[src/rtl/spec_tbl_pkg.sv]
package spec_tbl_pkg;

  // Widest entry index the strobe struct can carry (tables up to 256 entries).
  localparam int unsigned IDX_MAX_W = 8;

  typedef enum logic [1:0] {
    SZ_B1 = 2'd0,
    SZ_B2 = 2'd1,
    SZ_B4 = 2'd2,
    SZ_B8 = 2'd3
  } accSize_e;

  // Control to datapath strobes for one cycle.
  typedef struct packed {
    logic                 wrEn;
    logic [IDX_MAX_W-1:0] wrIdx;
    logic                 flush;
  } ctrlStrobe_t;

endpackage

[src/rtl/spec_tbl_entries.sv]
module spec_tbl_entries
  import spec_tbl_pkg::*;
#(
  parameter int unsigned ENTRIES = 32,
  parameter int unsigned REG_W   = 7,
  parameter int unsigned ADDR_W  = 32
) (
  input  logic               clk,
  input  logic               rstN,
  input  ctrlStrobe_t        strb,
  input  logic [REG_W-1:0]   allocReg,
  input  logic [ADDR_W-1:0]  allocAddr,
  input  logic [1:0]         allocSize,
  input  logic               storeValid,
  input  logic [ADDR_W-1:0]  storeAddr,
  input  logic [1:0]         storeSize,
  input  logic [REG_W-1:0]   checkReg,
  output logic [ENTRIES-1:0] validVec,
  output logic [ENTRIES-1:0] allocTagVec,
  output logic [ENTRIES-1:0] freeVec,
  output logic [ENTRIES-1:0] checkVec
);

  logic [ENTRIES-1:0] validQ;
  logic [REG_W-1:0]   tagQ  [ENTRIES];
  logic [ADDR_W-1:0]  addrQ [ENTRIES];
  logic [1:0]         sizeQ [ENTRIES];
  logic [ENTRIES-1:0] storeKill;
  logic [ENTRIES-1:0] liveVec;

  for (genvar i = 0; i < ENTRIES; i++) begin : g_entry
    logic [1:0]        maxSz;
    logic [ADDR_W-1:0] blkMask;
    logic              wrHere;

    // Two aligned power-of-two blocks overlap iff they agree above the larger size.
    always_comb begin
      maxSz   = (sizeQ[i] > storeSize) ? sizeQ[i] : storeSize;
      blkMask = ~((ADDR_W'(1) << maxSz) - ADDR_W'(1));
    end

    assign storeKill[i]   = storeValid && validQ[i] &&
                            (((addrQ[i] ^ storeAddr) & blkMask) == '0);
    assign liveVec[i]     = validQ[i] && !storeKill[i] && !strb.flush;
    assign allocTagVec[i] = validQ[i] && (tagQ[i] == allocReg);
    assign checkVec[i]    = liveVec[i] && (tagQ[i] == checkReg);
    assign freeVec[i]     = !liveVec[i];
    assign wrHere         = strb.wrEn && (strb.wrIdx == IDX_MAX_W'(i));

    always_ff @(posedge clk or negedge rstN) begin
      if (!rstN) begin
        validQ[i] <= 1'b0;
        tagQ[i]   <= '0;
        addrQ[i]  <= '0;
        sizeQ[i]  <= '0;
      end else if (wrHere) begin
        validQ[i] <= 1'b1;
        tagQ[i]   <= allocReg;
        addrQ[i]  <= allocAddr;
        sizeQ[i]  <= allocSize;
      end else begin
        validQ[i] <= liveVec[i];
      end
    end
  end

  assign validVec = validQ;

endmodule

[src/rtl/spec_tbl_ctrl.sv]
module spec_tbl_ctrl
  import spec_tbl_pkg::*;
#(
  parameter int unsigned ENTRIES = 32
) (
  input  logic               clk,
  input  logic               rstN,
  input  logic               flushAll,
  input  logic               allocValid,
  input  logic               checkValid,
  input  logic [ENTRIES-1:0] allocTagVec,
  input  logic [ENTRIES-1:0] freeVec,
  input  logic [ENTRIES-1:0] checkVec,
  output ctrlStrobe_t        strb,
  output logic               checkHit,
  output logic               checkRollback
);

  localparam int unsigned IDX_W = (ENTRIES > 1) ? $clog2(ENTRIES) : 1;

  logic [IDX_W-1:0] rrQ;
  logic [IDX_W-1:0] tagIdx;
  logic [IDX_W-1:0] freeIdx;
  logic [IDX_W-1:0] pickIdx;
  logic             useRr;

  always_comb begin
    tagIdx  = '0;
    freeIdx = '0;
    for (int i = ENTRIES - 1; i >= 0; i--) begin
      if (allocTagVec[i]) tagIdx  = IDX_W'(i);
      if (freeVec[i])     freeIdx = IDX_W'(i);
    end
  end

  always_comb begin
    useRr   = 1'b0;
    if (|allocTagVec)  pickIdx = tagIdx;
    else if (|freeVec) pickIdx = freeIdx;
    else begin
      pickIdx = rrQ;
      useRr   = 1'b1;
    end
  end

  always_comb begin
    strb.wrEn  = allocValid && !flushAll;
    strb.wrIdx = IDX_MAX_W'(pickIdx);
    strb.flush = flushAll;
  end

  always_ff @(posedge clk or negedge rstN) begin
    if (!rstN) begin
      rrQ <= '0;
    end else if (flushAll) begin
      rrQ <= '0;
    end else if (strb.wrEn && useRr) begin
      rrQ <= (rrQ == IDX_W'(ENTRIES - 1)) ? '0 : rrQ + 1'b1;
    end
  end

  always_ff @(posedge clk or negedge rstN) begin
    if (!rstN) begin
      checkHit      <= 1'b0;
      checkRollback <= 1'b0;
    end else begin
      checkHit      <= checkValid && (|checkVec);
      checkRollback <= checkValid && !(|checkVec);
    end
  end

endmodule

[src/rtl/spec_addr_table.sv]
module spec_addr_table
  import spec_tbl_pkg::*;
#(
  parameter int unsigned ENTRIES = 32,
  parameter int unsigned REG_W   = 7,
  parameter int unsigned ADDR_W  = 32
) (
  input  logic              clk,
  input  logic              rstN,
  input  logic              flushAll,
  input  logic              allocValid,
  input  logic [REG_W-1:0]  allocReg,
  input  logic [ADDR_W-1:0] allocAddr,
  input  logic [1:0]        allocSize,
  input  logic              storeValid,
  input  logic [ADDR_W-1:0] storeAddr,
  input  logic [1:0]        storeSize,
  input  logic              checkValid,
  input  logic [REG_W-1:0]  checkReg,
  output logic              checkHit,
  output logic              checkRollback
);

  ctrlStrobe_t        strb;
  logic [ENTRIES-1:0] validVec;
  logic [ENTRIES-1:0] allocTagVec;
  logic [ENTRIES-1:0] freeVec;
  logic [ENTRIES-1:0] checkVec;

  spec_tbl_ctrl #(.ENTRIES(ENTRIES)) u_ctrl (
    .clk(clk), .rstN(rstN), .flushAll(flushAll), .allocValid(allocValid),
    .checkValid(checkValid), .allocTagVec(allocTagVec), .freeVec(freeVec),
    .checkVec(checkVec), .strb(strb), .checkHit(checkHit),
    .checkRollback(checkRollback)
  );

  spec_tbl_entries #(.ENTRIES(ENTRIES), .REG_W(REG_W), .ADDR_W(ADDR_W)) u_entries (
    .clk(clk), .rstN(rstN), .strb(strb), .allocReg(allocReg),
    .allocAddr(allocAddr), .allocSize(allocSize), .storeValid(storeValid),
    .storeAddr(storeAddr), .storeSize(storeSize), .checkReg(checkReg),
    .validVec(validVec), .allocTagVec(allocTagVec), .freeVec(freeVec),
    .checkVec(checkVec)
  );

endmodule

[config.mk]
export PLATFORM = sky130hd
export DESIGN_NAME = spec_addr_table
export DESIGN_NICKNAME = d
export VERILOG_FILES = /design/src/rtl/spec_tbl_pkg.sv /design/src/rtl/spec_tbl_entries.sv /design/src/rtl/spec_tbl_ctrl.sv /design/src/rtl/spec_addr_table.sv
export SDC_FILE = /design/constraint.sdc
export NUM_CORES = 2
export LEC_CHECK = 0
export BUFFER_PORTS_ARGS = -buffer_cell sky130_fd_sc_hd__buf_2
export CAP_MARGIN = 20
export CORE_ASPECT_RATIO = 0.5
export CORE_MARGIN = 4
export CORE_UTILIZATION = 35
export DETAILED_ROUTE_END_ITERATION = 8
export MAX_ROUTING_LAYER = met4
export PLACE_DENSITY = 0.54
export SLEW_MARGIN = 20
export SYNTH_ARGS = -nofsm -noshare
export SYNTH_HDL_FRONTEND = slang
export SYNTH_SLANG_ARGS = --single-unit
export TNS_END_PERCENT = 30
[constraint.sdc]
create_clock -name clk -period 4.49 [get_ports clk]
set_input_delay 0.898 -clock clk [delete_from_list [all_inputs] [get_ports clk]]
set_output_delay 0.898 -clock clk [all_outputs]
set_load 0.005 [all_outputs]
==> impl_metrics.tcl <==
set metrics [dict create \
    outcome "finished with violations" \
    failed_checks "setup timing" \
    drt_wl_total_um 265000 \
    timing.setup.critical_path_class "primary input to flop" \
    synth.ff_latch_count 1351 \
    clock_path_buffers 4 \
    route.detailed.wl_per_inst_um 28.0 \
    cellPowerDensity_mw_per_mm2 316 \
    number_of_antenna_violations_at_the_first_check_in_global_routing 9 \
    worstPathCellList "buf_6, clkinvlp_4, buf_12, buf_8, buf_6, ha_4, o21ba_4, or3_1, a21oi_2, o41ai_4, a211oi_4, buf_4, and4_4, o311ai_4, a211oi_4, or4b_4, buf_6, buf_6, buf_12, nor2_4, buf_4, nand2_2, buf_12, mux2_2" \
    synth_top_cell_by_area "dfrtp_1" \
    area_of_the_core_mm2 0.205 \
    synthToLayoutAreaGrowth_pct 24.4 \
    start_util_pct 35.4 \
    clock.fmax_ghz 0.200 \
    report.final.slew_viol_count 0 \
    chipHeight_um 330 \
    post_synth_xor_area_fraction_pct 17.7 \
    post-route-period-util_pct 111 \
    grt_first_pass_wirelength_um 380000 \
    layout_common_cells "dfrtp_1, mux2_2, xor2_1" \
    cts_root_buffer "clkbuf_16" \
    synth-adder-area-share_pct 2.24 \
    relSlewSlack_pct 20.7 \
    synth.net_count 6100 \
    clock_insertion_delay_worst_skew_ps 820 \
    number_of_global_route_vias_before_repair 52573 \
    setup_viol 1328 \
    cts_tree "built" \
    cp_max_fo 34 \
    post_synth.cell_area_avg_um2 12.3 \
    cts_num_sinks 1351 \
    globalRouteOverflowTotal 0 \
    design_power_mw 28.6 \
    worst-r2r-setup-slack_ps -470 \
    synth_area_mm2 0.0726 \
    dominant_combinational_cell_family_by_area_after_synthesis "multiplexers" \
    cts_buffer_count 153 \
    final_core_utilization_pct 44.1 \
    crit_arrival_ps 5680 \
    netlist-cell-type-count 87 \
    reg2reg_from "u_entries.sizeQ[1]" \
    finalNetCount 6837 \
    gpl.final_weighted_congestion 0.894 \
    grt_max_degree 123 \
    cp_slowest_cell "or4b_4" \
    max_cap_viol_count 0 \
    fraction_of_layout_instances_using_a_drive_strength_above_1_pct 40.2 \
    detail-route-antenna-nets 0 \
    postSynthCellCount 5882 \
    yosys_warnings 0 \
    floorplan.die.width_um 652 \
    dominantRegCellSynth "dfrtp_1" \
    mostFrequentLayoutCell "dfrtp_1" \
    holdCritPathClass "primary input to async pin" \
    ctsHtreeMaxLevel 4 \
    post-route-worst-setup-slack_ps -509 \
    netlist.area_leader.share_pct 46.6 \
    groute.usage.overall_pct 24.9 \
    seq_area_frac_synth_pct 46.6 \
    synthMuxAreaShare_pct 20.5 \
    max_slew.worst_pin.slew_ps 1190 \
    crit_top_cell "buf_6" \
    hold_viol_final 0 \
    place.detailed.hpwl_um 176000 \
    synth-async-reset-ratio_pct 100 \
    io_pins 90 \
    power.leakage_nw 43.9 \
    count_of_hold_fix_buffers_inserted_at_cts 0 \
    post-route-drc-count 0 \
    post_synth_simple_gate_area_pct 6.25 \
    path_clk_slew_ps 60 \
    drt_first_pass_iters 5 \
    fp.dieArea_mm2 0.215 \
    fin_skew_ps 76.5 \
    critPathLaunchType "primary input" \
    vias_per_cell 5.38 \
    setup_repair_after_global_routing_missed_its_margin "true" \
    period_minus_slack_ps 5000 \
    ir_worst_vdd_mv 0.269 \
    num_vias 50902 \
    yosys-top-cells-area "dfrtp_1, mux2_2, xor2_1, xnor2_1, ha_1" \
    std_cell_rows 117 \
    worstReg2RegEnd "u_entries.addrQ[477]" \
    io_buffer_count 89 \
    number_of_enable_type_register_cells_in_the_synthesized_netlist 0 \
    first_iter_violations 3930 \
    rr_worst_depth 22 \
    slowest_delay_ps 520 \
    timing.critical_path.required_ps 5170 \
    synth-compound-area-share_pct 2.84 \
    critPathCaptureType "flop" \
]
[per-stage QoR]
| stage | area (um2) | TNS (ps) | setup slack, ps | hold WS [ps] | cells |
|---|---|---|---|---|---|
| floorplan | 72800 | -2029580 | -1670 | 478 | 5882 |
| global placement | 82600 | -2114030 | -1850 | 488 | 9095 |
| detailed placement | 82600 | -2084430 | -1820 | 494 | 9096 |
| CTS | 89600 | -320890 | -422 | 73.6 | 9433 |
| global route | 90400 | -546480 | -597 | 63.9 | 9464 |
| finish | 90400 | -431510 | -509 | 32.5 | 9465 |
[worst max-delay path by stage]
stage / start / endpoint / cells past startpoint
2_1_floorplan: storeSize[1] / u_entries.addrQ[416] / 17
3_3_place_gp: storeSize[1] / u_entries.addrQ[420] / 19
3_5_place_dp: storeSize[1] / u_entries.addrQ[420] / 19
4_1_cts: u_entries.sizeQ[1] / u_entries.sizeQ[30] / 21
5_1_grt: storeAddr[10] / u_entries.addrQ[446] / 23
6_report: storeSize[1] / u_entries.addrQ[477] / 24
[worst max-delay path, delay by kind of cell]
kind                     cells  cell delay, ps
AND/OR/NAND/NOR              5            1330
multiplexers                 1             320
AO/OA/AOI/OAI                6            1340
buffers and inverters       11            1470
adder cells (fa/ha/maj)      1             230
[Yosys cell counts (6+ instances only)]
cell type  number
a2111oi_0       8
a211oi_1       20
a21o_1         15
a21oi_1        49
and3_1         10
and4_1         14
buf_1          19
buf_2         167
buf_4          80
buf_6          39
clkbuf_1      148
dfrtp_1      1351
ha_1          130
inv_1          99
mux2_1         57
mux2_2       1256
mux2i_1        10
nand2_1        94
nand2_2         8
nand2b_1       14
nand3_1        49
nand4_1       175
nor2_1         65
nor2b_1        28
nor3_1         21
nor4_1        244
o211ai_1        9
o21ai_0        40
o21ba_2        19
o21bai_1       16
o22ai_1        21
o31ai_1         8
o41ai_1        12
or3_1          16
or4_1           6
xnor2_1       464
xor2_1       1000
[flip-flops by register name (all words and copies together), names as in the netlist]
register / flops
u_entries.addrQ: 1024
u_entries.tagQ: 224
u_entries.sizeQ: 64
u_entries.validVec: 32
u_ctrl.rrQ: 5
u_ctrl.checkHit: 1
u_ctrl.checkRollback: 1
[metal layers]
metal,part of all wire [%],vias up,global-route usage (%)
li1,-,21918,-
met2,46,1511,39.2
met1,45,27082,33.5
met4,2.9,0,6.74
met3,6.3,391,3.79
met5,0,-,-
[final cells by class]
| class | instances | area (um2) |
|---|---|---|
| repair buffers | 1035 | 10500 |
| inverters | 100 | 379 |
| diodes | 2 | 5.00 |
| multi-input cells | 3978 | 37300 |
| well taps | 2737 | 3420 |
| clock inverters | 28 | 349 |
| clock buffers | 234 | 4600 |
| flip-flops and latches | 1351 | 33800 |
| fillers | 18661 | 115000 |
[repair_timing]
action	CTS	global route
endpoints found under the setup margin	1343	1343
gates resized for setup	226	69
hold endpoints to repair	0	0
buffers inserted	59	30
gates cloned	18	9
pin swaps	33	31
[where the power goes]
part / switching [mW] / internal, mW
Clock: 5.25 / 7.44
Combinational: 1.99 / 1.31
Sequential: 0.183 / 12.4
Total: 7.43 / 21.2
[kinds of logic (layout without fill, tap and decap cells)]
group,after synthesis,count (layout)
other,0,2
buffers and inverters,553,1397
and+or+nand+nor,782,782
adders and majority gates,130,130
muxes,1323,1323
xor gates and xnor gates,1464,1464
DFF,1351,1351
AOI/OAI and AO/OA,279,279
No activity file was read; power rests on OpenSTA's default activity.
